[config.mk]
export PLATFORM = sky130hd
export DESIGN_NAME = epon_rx_blk_decoder
export DESIGN_NICKNAME = d
export VERILOG_FILES = /design/src/rtl/epon_rxdec_pkg.sv /design/src/rtl/epon_rxdec_classify.sv /design/src/rtl/epon_rxdec_seq_table.sv /design/src/rtl/epon_rx_blk_decoder.sv
export SDC_FILE = /design/constraint.sdc
export NUM_CORES = 1
export LEC_CHECK = 0
export BUFFER_PORTS_ARGS = -buffer_cell sky130_fd_sc_hd__buf_2
export CORE_MARGIN = 2
export CORE_UTILIZATION = 50
export DETAILED_ROUTE_END_ITERATION = 7
export HOLD_SLACK_MARGIN = 0.08
export PLACE_DENSITY_LB_ADDON = 0.08
export REMOVE_ABC_BUFFERS = 1
export SYNTH_ARGS = -nofsm -noshare
export SYNTH_HDL_FRONTEND = slang
export SYNTH_HIERARCHICAL = 1
export SYNTH_SLANG_ARGS = --single-unit
[constraint.sdc]
create_clock -name clk -period 4.41 [get_ports clk]
set_clock_uncertainty 0.15 [all_clocks]
set_input_delay 0.6615 -clock clk [delete_from_list [all_inputs] [get_ports clk]]
set_output_delay 0.6615 -clock clk [all_outputs]
set_load 0.1 [all_outputs]
[src/rtl/epon_rxdec_pkg.sv]
package epon_rxdec_pkg;

    localparam int OCTETS  = 8;
    localparam int OCT_W   = 8;
    localparam int CODE_W  = 7;
    localparam int HDR_W   = 2;
    localparam int BLK_W   = HDR_W + OCTETS * OCT_W;
    localparam int VEC_W   = OCTETS * (OCT_W + 1);
    localparam int PLD_LSB = HDR_W + OCT_W;
    localparam int PLD_W   = BLK_W - PLD_LSB;

    localparam logic [HDR_W-1:0] HDR_DATA = 2'b01;
    localparam logic [HDR_W-1:0] HDR_CTRL = 2'b10;

    localparam logic [OCT_W-1:0] BT_CTRL  = 8'h1E;
    localparam logic [OCT_W-1:0] BT_START = 8'h78;

    localparam logic [OCT_W-1:0] SYM_START = 8'hFB;
    localparam logic [OCT_W-1:0] SYM_TERM  = 8'hFD;

    typedef enum logic [3:0] {
        CL_LF, CL_IEI, CL_S, CL_D, CL_T, CL_I, CL_P, CL_E, CL_OTH
    } blk_class_t;

    typedef enum logic [1:0] {
        ST_INIT, ST_NEXT, ST_VALID, ST_ERROR
    } rx_state_t;

    // returns {ok, interface octet}
    function automatic logic [OCT_W:0] map_code(input logic [CODE_W-1:0] c);
        case (c)
            7'h00:   return {1'b1, 8'h07};
            7'h08:   return {1'b1, 8'h08};
            7'h09:   return {1'b1, 8'h09};
            7'h1E:   return {1'b1, 8'hFE};
            default: return {1'b0, 8'h00};
        endcase
    endfunction

    // returns {is_terminate, position of the terminate octet}
    function automatic logic [3:0] term_pos(input logic [OCT_W-1:0] t);
        case (t)
            8'h87:   return 4'b1_000;
            8'h99:   return 4'b1_001;
            8'hAA:   return 4'b1_010;
            8'hB4:   return 4'b1_011;
            8'hCC:   return 4'b1_100;
            8'hD2:   return 4'b1_101;
            8'hE1:   return 4'b1_110;
            8'hFF:   return 4'b1_111;
            default: return 4'b0_000;
        endcase
    endfunction

endpackage

[src/rtl/epon_rxdec_classify.sv]
module epon_rxdec_classify
    import epon_rxdec_pkg::*;
(
    input  logic [BLK_W-1:0] blk,
    output blk_class_t       cls,
    output logic [VEC_W-1:0] vec
);

    localparam int EXT_W = OCTETS * OCT_W;

    logic [HDR_W-1:0]         hdr;
    logic [OCT_W-1:0]         btype;
    logic [EXT_W-1:0]         pld_ext;
    logic [OCT_W-1:0]         raw_oct  [OCTETS];
    logic [OCT_W-1:0]         pld_oct  [OCTETS];
    logic [CODE_W-1:0]        code     [OCTETS];
    logic [OCT_W-1:0]         code_map [OCTETS];
    logic [OCTETS-1:0]        code_ok;
    logic [OCTETS-1:0]        is00;
    logic [OCTETS-1:0]        is08;
    logic [OCTETS-1:0]        is09;
    logic [3:0]               tpos;

    assign hdr     = blk[HDR_W-1:0];
    assign btype   = blk[PLD_LSB-1:HDR_W];
    assign pld_ext = {{(EXT_W-PLD_W){1'b0}}, blk[BLK_W-1:PLD_LSB]};
    assign tpos    = term_pos(btype);

    generate
        for (genvar j = 0; j < OCTETS; j++) begin : g_lane
            assign raw_oct[j] = blk[HDR_W + OCT_W*j +: OCT_W];
            assign pld_oct[j] = pld_ext[OCT_W*j +: OCT_W];
            assign code[j]    = blk[PLD_LSB + CODE_W*j +: CODE_W];
            assign {code_ok[j], code_map[j]} = map_code(code[j]);
            assign is00[j] = (code[j] == 7'h00);
            assign is08[j] = (code[j] == 7'h08);
            assign is09[j] = (code[j] == 7'h09);
        end
    endgenerate

    logic [OCTETS-1:0] flg;
    logic [EXT_W-1:0]  dat;
    logic              tail_ok;

    always_comb begin
        cls     = CL_OTH;
        flg     = '0;
        dat     = '0;
        tail_ok = 1'b1;
        case (hdr)
            HDR_DATA: begin
                cls = CL_D;
                for (int j = 0; j < OCTETS; j++) dat[OCT_W*j +: OCT_W] = raw_oct[j];
            end
            HDR_CTRL: begin
                if (btype == BT_CTRL) begin
                    flg = '1;
                    for (int j = 0; j < OCTETS; j++) dat[OCT_W*j +: OCT_W] = code_map[j];
                    if (&is00)      cls = CL_I;
                    else if (&is08) cls = CL_IEI;
                    else if (&is09) cls = CL_P;
                end else if (btype == BT_START) begin
                    cls            = CL_S;
                    flg[OCTETS-1]  = 1'b1;
                    dat[OCT_W-1:0] = SYM_START;
                    for (int j = 1; j < OCTETS; j++) dat[OCT_W*j +: OCT_W] = pld_oct[j-1];
                end else if (tpos[3]) begin
                    for (int j = 0; j < OCTETS; j++) begin
                        if (j < int'(tpos[2:0])) begin
                            dat[OCT_W*j +: OCT_W] = pld_oct[j];
                        end else if (j == int'(tpos[2:0])) begin
                            dat[OCT_W*j +: OCT_W] = SYM_TERM;
                            flg[OCTETS-1-j]       = 1'b1;
                        end else begin
                            dat[OCT_W*j +: OCT_W] = code_map[j];
                            flg[OCTETS-1-j]       = 1'b1;
                            tail_ok               = tail_ok & code_ok[j];
                        end
                    end
                    cls = tail_ok ? CL_T : CL_OTH;
                end
            end
            default: cls = CL_OTH;
        endcase
    end

    assign vec = {dat, flg};

endmodule

[src/rtl/epon_rxdec_seq_table.sv]
module epon_rxdec_seq_table
    import epon_rxdec_pkg::*;
(
    input  blk_class_t prev_cls,
    input  blk_class_t next_cls,
    output logic       allowed
);

    always_comb begin
        if (next_cls == CL_OTH || next_cls == CL_LF || next_cls == CL_E) begin
            allowed = 1'b0;
        end else begin
            unique case (prev_cls)
                CL_LF:   allowed = (next_cls == CL_IEI);
                CL_IEI:  allowed = (next_cls == CL_IEI) || (next_cls == CL_S) ||
                                   (next_cls == CL_P);
                CL_T,
                CL_I:    allowed = (next_cls != CL_D);
                default: allowed = 1'b1;
            endcase
        end
    end

endmodule

[src/rtl/epon_rx_blk_decoder.sv]
module epon_rx_blk_decoder
    import epon_rxdec_pkg::*;
#(
    parameter logic [VEC_W-1:0] LF_VEC  = 72'h01_00_00_9C_01_00_00_9C_88,
    parameter logic [VEC_W-1:0] ERR_VEC = {{OCTETS{8'hFE}}, 8'hFF}
) (
    input  logic             clk,
    input  logic             rst_n,
    input  logic             in_valid,
    output logic             in_ready,
    input  logic [BLK_W-1:0] in_blk,
    output logic             out_valid,
    input  logic             out_ready,
    output logic [VEC_W-1:0] out_vec
);

    rx_state_t        state, state_nx;
    blk_class_t       prev_cls;
    blk_class_t       new_cls;
    logic [VEC_W-1:0] new_vec;
    logic             seq_ok;
    logic             take;

    epon_rxdec_classify u_cls (
        .blk (in_blk),
        .cls (new_cls),
        .vec (new_vec)
    );

    epon_rxdec_seq_table u_tab (
        .prev_cls (prev_cls),
        .next_cls (new_cls),
        .allowed  (seq_ok)
    );

    assign out_valid = (state != ST_NEXT);
    assign in_ready  = !out_valid || out_ready;
    assign take      = in_valid && in_ready;

    always_comb begin
        state_nx = state;
        unique case (state)
            ST_INIT, ST_VALID, ST_ERROR: begin
                if (out_ready) begin
                    if (take) state_nx = seq_ok ? ST_VALID : ST_ERROR;
                    else      state_nx = ST_NEXT;
                end
            end
            ST_NEXT: begin
                if (take) state_nx = seq_ok ? ST_VALID : ST_ERROR;
            end
        endcase
    end

    always_ff @(posedge clk) begin
        if (!rst_n) state <= ST_INIT;
        else        state <= state_nx;
    end

    always_ff @(posedge clk) begin
        if (!rst_n) begin
            out_vec  <= LF_VEC;
            prev_cls <= CL_LF;
        end else if (take) begin
            if (seq_ok) begin
                out_vec  <= new_vec;
                prev_cls <= new_cls;
            end else begin
                out_vec  <= ERR_VEC;
                prev_cls <= CL_E;
            end
        end
    end

endmodule

==> summary.md, run 1 <==
| Metric | Value |
|---|---|
| Status | completed |
| Fin util | 59.8% |
| Yosys reg bits | 78 |
| TritonCTS clock tree | yes |
| Antenna violations before repair | 0 |
| Finished layout cell area | 0.00724 mm^2 |
| Slew Limit Headroom | 27.7% |
| CP Class | primary input to flop |
| Setup-failing EPs final | 0 |
| Crit Path Max Fanout | 37 |
| Ant diodes | 0 |
| Initial Utilization | 51.5% |
| Mapped Cells | 854 |
| Synth Cell Area | 0.00624 mm^2 |
| Number of post-CTS setup repair buffers | 0 |
| DP Area | 0.00695 mm^2 |
| F_max | 0.248 GHz |
| Ports | 144 |
| R2r setup slk | 2.45 ns |
| Worst hold-check path type | flop to flop |
| Power Total | 2.42 mW |
| Synth Flop Type | dfxtp_1 |
| Hold Fails Final Rpt | 0 |
| Clk sinks | 78 |
| Drt pass-1 iters | 6 |
| ANT nets after route | 0 |
| Worst Max-Slew Pin Slew | 1.08 ns |
| Detailed-route DRC error count | 0 |
| DR iter-0 viols | 658 |
| Post-synth EDFFs | 0 |
| Skew-Pair Late Insertion Delay | 0.35 ns |
| Max_cap viols | 0 |
| Post-place setup slack | 0.122 ns |
| GPL Wtd Cong | 0.920 |
| Final HPWL DP | 15,800 um |
| H-tree depth | 3 |
| Total gr overflow | 0 |
| Max VDD drop | 0.000365 V |
| Hold path endpoint | out_vec[41] |
| Cell leakage power | 3.22 nW |
| Port bufs | 143 |
| Nets | 1,033 |
| Min Tclk post-route | 4.03 ns |
| Maximum buffer depth of the clock tree | 2 |
| Hold Path Origin | out_vec[41] |
| Hold slack | 0.307 ns |
| Non-filler cells, final | 1,133 |
| Synthesis-to-layout area growth | 16.0% |
| Vias per Instance | 6.09 |
| Sequential cell area fraction in the yosys report | 25.0% |
| First-pass GRT wire length | 33,800 um |
| Vias in the first global route | 6,287 |
| Ys async rst share | 0% |
| Leading cell types in the layout, fill and taps excluded | 153 x nand2_1, 142 x buf_2, 87 x o21ai_0 |
| Post-synth cell types | 81 |
| Die width | 116 um |
| Root Driver | clkbuf_16 |
| YS warnings | 6 |
| Synthesized area per cell | 7.31 um^2 |
| Final period utilization | 91.4% |
| Cells after DPL | 1,118 |
| Die H | 116 um |
| CTS resizes | 0 |
| Routed WL per cell | 19.3 um |
| Share of post-route cells with drive strength above 1 | 21.0% |
| Setup ws final | 0.378 ns |
| Most common cell after layout, fill and taps aside | nand2_1 |
| Largest net degree at the start of global routing | 120 |
| Clk slew on worst S/H paths | 0.06 ns |
| CORE AREA | 0.0121 mm^2 |
| Row count | 40 |
| Post-CTS Hold Buffers | 0 |
| RSZ-0062 raised after global routing | no |
| Max Slew Vio Count | 0 |
| Via count | 6,903 |
| GRT Total Usage | 32.4% |
| Cts bufs inserted | 9 |
| Die area | 0.0134 mm^2 |
| PwrDens | 334 mW/mm^2 |
| Hold Path Depth | 2 |
| Critical Path Start Type | primary input |
| Worst R2R End | out_vec[1] |
| FF-to-FF Start | prev_cls[1] |
| WL final | 21,900 um |
| CP arrival | 4.07 ns |
| Setup_tns | 0 ns |
| Crit path capture type | flop |
| Critical Path RT | 4.45 ns |
| Worst reg2reg path depth | 7 |
-- how the worst max path moves through the flow --
stage / startpoint / to / slack [ns] / cells after the start
final: in_blk[15] / out_vec[1] / 0.38 / 15
after global routing: in_blk[15] / out_vec[1] / 0.15 / 15
after CTS: in_blk[15] / out_vec[1] / 0.45 / 15
after detailed placement: in_blk[15] / out_vec[47] / 0.12 / 15
after global placement: in_blk[15] / out_vec[3] / 0.32 / 15
after floorplan: in_blk[15] / out_vec[70] / 0.11 / 13
-- state kept, by name, summed over array words and instances (netlist names) --
register  cells
prev_cls      4
state         2
out_vec      72
-- synthesized netlist by cell type (4+ instances only) --
cell	instances	area, um^2
o211ai_1	11	82.6
o21ai_0	87	435
inv_1	6	22.5
o221ai_1	4	35.0
and2_1	8	50.1
buf_4	8	60.1
nor4_1	7	43.8
mux2i_1	76	761
a21o_1	8	60.1
nor2_1	59	221
nand3_1	27	135
a21oi_1	28	140
a22o_1	5	43.8
nand4_1	7	43.8
o21a_1	9	67.6
nor3b_1	10	75.1
a32o_1	6	60.1
nor4bb_1	10	100
and3_1	6	37.5
a31oi_1	5	31.3
dfxtp_1	78	1560
buf_6	9	101
o31ai_1	7	52.6
and4_1	4	35.0
clkbuf_1	28	105
nor3_1	22	110
nand2b_1	7	43.8
buf_2	20	100
nand2_1	153	574
o21ai_1	46	230
nor2b_1	16	100
-- area by class of cell --
class / instances / area (um^2)
fillers: 1181 / 4870
multi-input cells: 698 / 4230
flip-flops and latches: 78 / 1560
repair buffers: 167 / 923
clock buffers: 9 / 225
well taps: 168 / 210
clock inverters: 6 / 63.8
inverters: 7 / 26.3
-- worst max-delay path, cell delays in order --
cell and delay [ns]:
buf_2 0.12, or2_1 0.24, or4_4 0.47, nor4_2 0.32, nand4_1 0.21, nor4_2 0.39, nand4b_1 0.16, o211ai_1 0.11
nand3b_1 0.20, a32o_1 0.25, a211oi_2 0.29, inv_2 0.10, buf_12 0.17, o21ai_0 0.25, mux2i_1 0.12
-- logic make-up (layout without fill, tap and decap cells) --
| group | Yosys count | count (layout) | share of synthesized area [%] |
|---|---|---|---|
| buf+inv | 78 | 189 | 7.26 |
| flops | 78 | 78 | 25.0 |
| compound gates | 248 | 248 | 24.4 |
| mux | 77 | 77 | 12.4 |
| simple gates | 366 | 366 | 29.9 |
| fa+ha+maj | 2 | 2 | 0.401 |
| xor+xnor | 5 | 5 | 0.702 |
-- power by group --
part | switching (mW) | total (mW) | internal, mW | leakage (nW)
combinational | 0.698 | 0.887 | 0.188 | 2.44
clock | 0.302 | 0.735 | 0.434 | 0.137
sequential | 0.0308 | 0.800 | 0.769 | 0.644
-- routing by layer --
| metal | wire (um) | global-route usage (%) |
|---|---|---|
| met1 | 9630 | 44.5 |
| met2 | 9920 | 51.2 |
| met3 | 1800 | 6.12 |
| met4 | 504 | 11.1 |
| met5 | 0 | 0 |
Note: power is estimated with default switching activity, not from simulation.
==> inputs of run 2 (changes only) <==
--- a/config.mk
+++ b/config.mk
@@ -10,9 +10,9 @@
 export CORE_UTILIZATION = 50
 export DETAILED_ROUTE_END_ITERATION = 7
 export HOLD_SLACK_MARGIN = 0.08
+export MAX_ROUTING_LAYER = met4
 export PLACE_DENSITY_LB_ADDON = 0.08
 export REMOVE_ABC_BUFFERS = 1
 export SYNTH_ARGS = -nofsm -noshare
 export SYNTH_HDL_FRONTEND = slang
-export SYNTH_HIERARCHICAL = 1
 export SYNTH_SLANG_ARGS = --single-unit
==> run 2 against run 1 <==
Against the previous run: area after synthesis down 13%; die area shrank 12%; critical path type unchanged; critical path depth fell by 4; first-iteration DRC count fell by 12%; largest cell class unchanged; power decreased by 15%.
==> summary.md, run 2 <==
| Metric | Value |
|---|---|
| First-pass GRT wire length | 31,700 um |
| Slew Limit Headroom | 40.7% |
| Switch Pwr | 0.909 mW |
| Most frequent cell after synthesis | o21ai_0 |
| Ant diodes | 0 |
| Total gr overflow | 0 |
| PwrDens | 323 mW/mm^2 |
| CP arrival | 3.81 ns |
| Clk sinks | 78 |
| Root Driver | clkbuf_8 |
| Maximum buffer depth of the clock tree | 2 |
| Status | completed |
| Finished layout cell area | 0.00639 mm^2 |
| Post-CTS Hold Buffers | 0 |
| Cts bufs inserted | 9 |
| Routed WL per cell | 19.8 um |
| Synth area leaders | dfxtp_1 29%, o21ai_0 11%, a21oi_1 7.5%, nor2_1 4.5%, nand2_1 4.2% |
| Internal power | 1.16 mW |
| Min Tclk post-route | 3.74 ns |
| Crit path capture type | flop |
| CORE AREA | 0.0107 mm^2 |
| Hold Fails Final Rpt | 0 |
| Area leader, netlist | dfxtp_1 |
| Sequential cell area fraction in the yosys report | 28.7% |
| Clk slew on worst S/H paths | 0.08 ns |
| ANT nets after route | 0 |
| Largest net degree at the start of global routing | 79 |
| Drt pass-1 iters | 6 |
| Critical Path Start Type | primary input |
| Max Slew Vio Count | 0 |
| Final HPWL DP | 14,600 um |
| Top cells by count, synth | 119 x o21ai_0, 82 x a21oi_1, 78 x dfxtp_1 |
| WL final | 20,000 um |
| YS warnings | 0 |
| GPL Wtd Cong | 0.965 |
| Sw Ratio | 44.0% |
| Die width | 108 um |
| Setup-failing EPs final | 0 |
| Row count | 38 |
| GRT Total Usage | 35.1% |
| Worst Max-Slew Pin Slew | 0.883 ns |
| CP Class | primary input to flop |
| Max reg flops | 72 |
| Leading cell types in the layout, fill and taps excluded | 143 x buf_2, 119 x o21ai_0, 81 x a21oi_1 |
| Number of fill cells | 1,070 |
| TritonCTS clock tree | yes |
| DR iter-0 viols | 582 |
| Yosys top cell area share | 28.7% |
| CTS resizes | 0 |
| Final period utilization | 84.7% |
| Worst hold-check path type | flop to flop |
| Antenna violations before repair | 0 |
| Crit Path Max Fanout | 41 |
| Setup ws final | 0.675 ns |
| Seq pwr share | 38.1% |
| H-tree depth | 3 |
| Yosys reg bits | 78 |
| Nets | 939 |
| Port bufs | 143 |
| Combinational share of power | 35.6% |
| Post-synth cell types | 68 |
| Critical Path RT | 4.48 ns |
| Non-filler cells, final | 1,012 |
| Initial Utilization | 50.6% |
| RSZ-0062 raised after global routing | no |
| Clock network fraction of total power | 26.3% |
| DP Area | 0.00620 mm^2 |
| F_max | 0.268 GHz |
| Synth Flop Type | dfxtp_1 |
| Most common cell after layout, fill and taps aside | buf_2 |
| Mapped Cells | 759 |
| Via count | 6,555 |
| Vias in the first global route | 6,201 |
| Synthesis-to-layout area growth | 17.5% |
| Ys async rst share | 0% |
| Max_cap viols | 0 |
| Number of post-CTS setup repair buffers | 0 |
| Skew-Pair Late Insertion Delay | 0.36 ns |
| Regs by FF count | out_vec: 72 flops, prev_cls: 4 flops, state: 2 flops |
| Ports | 144 |
| Post-synth EDFFs | 0 |
| Max VDD drop | 0.000241 V |
| Detailed-route DRC error count | 0 |
| Synthesized area per cell | 7.17 um^2 |
| Share of post-route cells with drive strength above 1 | 24.4% |
| Die area | 0.0117 mm^2 |
| Post-place setup slack | 0.345 ns |
| Vias per Instance | 6.48 |
| Largest Register | out_vec |
| Die H | 108 um |
| Cells after DPL | 996 |
| Synth Cell Area | 0.00544 mm^2 |
| Cell leakage power | 2.44 nW |
## run 2: cell families after synthesis
logic type	Yosys count	synth area share, %
compound gates	331	37.4
xor+xnor	7	1.13
flops	78	28.7
buf+inv	71	5.94
fa+ha+maj	2	0.460
simple gates	269	26.2
mux	1	0.184
## run 2: through the flow
stage / hold WS (ns) / utilization, % / power (mW) / TNS (ns)
after floorplan: 0.294 / - / 1.33 / -106.64
after global placement: 0.305 / 57.7 / 1.52 / 0
after detailed placement: 0.325 / 57.7 / 1.53 / 0
after CTS: 0.337 / 59.5 / 2.06 / 0
after global routing: 0.379 / 59.5 / 2.14 / 0
final: 0.334 / 59.5 / 2.07 / 0
## run 2: power by group through the flow
stage / sequential [mW] / combinational (mW) / clock [mW]
floorplan: 1.17 / 0.167 / 0
global placement: 0.799 / 0.725 / 0
detailed placement: 0.801 / 0.727 / 0
CTS: 0.786 / 0.729 / 0.547
global route: 0.792 / 0.768 / 0.577
finish: 0.786 / 0.736 / 0.544
## run 2: worst paths after layout
check             startpoint    endpoint  slack [ns]  depth (start not counted)
setup / recovery   in_blk[4]  out_vec[3]        0.67                         11
hold / removal      state[1]    state[1]        0.33                          2
setup reg to reg    state[1]  out_vec[3]        1.89                          8
hold reg to reg     state[1]    state[1]        0.33                          2
## run 2: final cells by class
class / instances / area (um^2) / area share (%)
clock buffer: 10 / 128 / 2.00
clock inverter: 6 / 62.6 / 0.979
sequential: 78 / 1560 / 24.4
timing repair buffer: 159 / 861 / 13.5
tap: 140 / 175 / 2.74
inverter: 9 / 33.8 / 0.529
multi-input combinational: 610 / 3570 / 55.8
## run 2: routing by layer
layer,track usage [%],wire length (um),vias up
met3,4.82,1620,35
met2,54.4,9210,331
met1,47.3,8760,3109
met5,-,0,-
met4,11.5,425,0
li1,-,-,3080
## run 2: critical path, stage by stage
cell and delay [ns]:
buf_2 0.18, or4_1 0.55, a21o_1 0.40, nand4_1 0.34
nor3b_1 0.11, nor4_2 0.45, a21oi_1 0.17, a31o_2 0.30
a22oi_4 0.23, buf_12 0.26, a31oi_1 0.11
==> inputs of run 3 (changes only) <==
--- a/config.mk
+++ b/config.mk
@@ -5,6 +5,7 @@
 export SDC_FILE = /design/constraint.sdc
 export NUM_CORES = 1
 export LEC_CHECK = 0
+export ABC_AREA = 1
 export BUFFER_PORTS_ARGS = -buffer_cell sky130_fd_sc_hd__buf_2
 export CORE_MARGIN = 2
 export CORE_UTILIZATION = 50
==> constraint.sdc (replaced) <==
create_clock -name clk -period 3.7 [get_ports clk]
set_clock_uncertainty 0.15 [all_clocks]
set_input_delay 0.555 -clock clk [delete_from_list [all_inputs] [get_ports clk]]
set_output_delay 0.555 -clock clk [all_outputs]
set_load 0.1 [all_outputs]
==> run 3 against run 2 <==
Against the previous run: register-to-register slack worse by 0.36 ns; wire length up 16%; sequential share of layout area down 3.2 points; highest routed layer unchanged; final area up 15%; largest cell class unchanged; sequential cell count unchanged; die area up 14%.
==> summary.md, run 3 <==
| Metric | Value |
|---|---|
| Status | completed |
| CORE AREA | 0.0121 mm^2 |
| Critical Path Start Type | primary input |
| Most frequent cell after synthesis | nor2_1 |
| Multi-input gate area | 0.00384 mm^2 |
| Area leader, netlist | dfxtp_1 |
| GPL Wtd Cong | 1.00 |
| FF+latch area | 0.00156 mm^2 |
| Post-synth EDFFs | 0 |
| PwrDens | 365 mW/mm^2 |
| Vias in the first global route | 7,197 |
| Vias per Instance | 5.65 |
| Crit path capture type | flop |
| Worst Max-Slew Pin Slew | 1.11 ns |
| Most common cell after layout, fill and taps aside | nor2_1 |
| Leading cell types in the layout, fill and taps excluded | 217 x nor2_1, 193 x nand2_1, 148 x inv_1 |
| H-tree depth | 3 |
| Die H | 116 um |
| Synthesized area per cell | 5.67 um^2 |
| Cts bufs inserted | 9 |
| Mapped Cells | 1,099 |
| Yosys reg bits | 78 |
| Switch Pwr | 1.16 mW |
| Synth area leaders | dfxtp_1 25%, nor2_1 13%, nand2_1 12%, o21ai_0 11%, inv_1 9.0% |
| Critical Path RT | 3.81 ns |
| Synth Flop Type | dfxtp_1 |
| Ys async rst share | 0% |
| Sequential cell area fraction in the yosys report | 25.1% |
| Internal power | 1.52 mW |
| Share of post-route cells with drive strength above 1 | 16.2% |
| Setup-failing EPs final | 0 |
| Number of post-CTS setup repair buffers | 0 |
| CTS resizes | 0 |
| Fin util | 60.8% |
| Top cells by count, synth | 217 x nor2_1, 193 x nand2_1, 150 x inv_1 |
| Regs by FF count | out_vec: 72 flops, prev_cls: 4 flops, state: 2 flops |
| GRT Total Usage | 36.0% |
| Via count | 7,887 |
| F_max | 0.322 GHz |
| DR iter-0 viols | 753 |
| Hold Fails Final Rpt | 0 |
| Ports | 144 |
| Crit Path Max Fanout | 22 |
| Post-CTS Hold Buffers | 0 |
| Hold Path Depth | 2 |
| Power Total | 2.69 mW |
| Synthesis-to-layout area growth | 18.2% |
| Detailed-route DRC error count | 0 |
| Max reg flops | 72 |
| Initial Utilization | 51.4% |
| Min Tclk post-route | 3.11 ns |
| Worst reg2reg path depth | 11 |
| Total gr overflow | 0 |
| Slew Limit Headroom | 25.7% |
| CP arrival | 3.21 ns |
| Hold slack | 0.317 ns |
| Yosys top cell area share | 25.1% |
| ANT nets after route | 0 |
| Worst hold-check path type | flop to flop |
| Synth Cell Area | 0.00623 mm^2 |
| Maximum buffer depth of the clock tree | 2 |
| WL final | 23,200 um |
| RSZ-0062 raised after global routing | no |
| Row count | 40 |
| Die width | 116 um |
| Post-place setup slack | 0.286 ns |
| Routed WL per cell | 16.6 um |
| Final HPWL DP | 17,300 um |
| Sw Ratio | 43.3% |
| First-pass GRT wire length | 36,500 um |
| Largest Register | out_vec |
| Max VDD drop | 0.000245 V |
| Root Driver | clkbuf_16 |
| Die area | 0.0134 mm^2 |
| Clk slew on worst S/H paths | 0.06 ns |
| Max Slew Vio Count | 0 |
| Port bufs | 143 |
| Nets | 1,295 |
| Clock network fraction of total power | 30.8% |
| Combinational share of power | 34.4% |
| Drt pass-1 iters | 5 |
| Number of fill cells | 1,325 |
| CP Class | primary input to flop |
| Clk sinks | 78 |
| YS warnings | 0 |
| Skew-Pair Late Insertion Delay | 0.36 ns |
| Largest net degree at the start of global routing | 67 |
| TritonCTS clock tree | yes |
| Antenna violations before repair | 1 |
| Cell leakage power | 3.89 nW |
| Max_cap viols | 0 |
| Post-synth cell types | 40 |
| Final period utilization | 84.0% |
| Setup ws final | 0.591 ns |
| Seq pwr share | 34.8% |
## run 3: cell types whose count changed after synthesis, moves of 10 or more
cell	delta
a21oi_1	-43
a21oi_2	-17
a22oi_1	-22
a31oi_1	-13
inv_1	+142
nand2_1	+132
nand3_1	+48
nor2_1	+152
nor3_1	-23
nor4_1	-10
o211ai_1	+17
o21ai_0	+22
o21ai_1	+39
## run 3: layer usage
metal	routed length, um	GRT usage [%]
met4	884	17.8
met5	0	-
met1	10000	45.4
met3	1720	5.02
met2	10600	56.5
## run 3: critical path, cell delays in order
cell and delay [ns]:
buf_2 0.11, inv_1 0.07, nand2_1 0.10, nor2_1 0.05, nand2_1 0.19, nand2_4 0.13, nor2_4 0.33, nand2_4 0.13
o21ai_1 0.14, nand2_1 0.07, nand3_1 0.14, nand2_1 0.10, nand2_2 0.12, inv_1 0.10, a21oi_4 0.18, buf_4 0.29
nand3_1 0.25, nand2_1 0.12, nor2_1 0.04
## run 3: logic make-up after synthesis
family | count (synthesis) | synth area share, %
compound gates | 295 | 27.0
fa+ha+maj | 2 | 0.402
buf+inv | 210 | 13.3
flops | 78 | 25.1
simple gates | 514 | 34.2
## run 3: final timing paths
path / from / endpoint / slack (ns)
worst max-delay path: in_blk[4] / out_vec[2] / 0.59
worst min-delay path: out_vec[40] / out_vec[40] / 0.32
worst max register to register: state[1] / out_vec[2] / 1.53
worst min register to register: out_vec[40] / out_vec[40] / 0.32
## run 3: power by group through the flow
| stage | sequential, mW | clock (mW) | combinational, mW |
|---|---|---|---|
| 5_1_grt | 0.941 | 0.873 | 0.984 |
| 6_report | 0.934 | 0.829 | 0.925 |
| 2_1_floorplan | 1.37 | 0 | 0.269 |
| 3_5_place_dp | 0.952 | 0 | 0.916 |
| 4_1_cts | 0.934 | 0.837 | 0.919 |
| 3_3_place_gp | 0.950 | 0 | 0.914 |
## run 3: metrics by stage
step / instances / setup TNS (ns) / cell area [um^2]
floorplan: 1047 / -75.97 / 5990
global placement: 1380 / 0 / 7100
detailed placement: 1380 / 0 / 7100
CTS: 1395 / 0 / 7360
global route: 1396 / 0 / 7360
finish: 1396 / 0 / 7360
## run 3: cell type report
type | count | area share, %
antenna | 1 | 0.0340
clock buffer | 9 | 3.06
clock inverter | 6 | 0.527
inverter | 158 | 8.05
multi-input combinational | 811 | 52.1
sequential | 78 | 21.2
tap | 168 | 2.85
timing repair buffer | 165 | 12.1
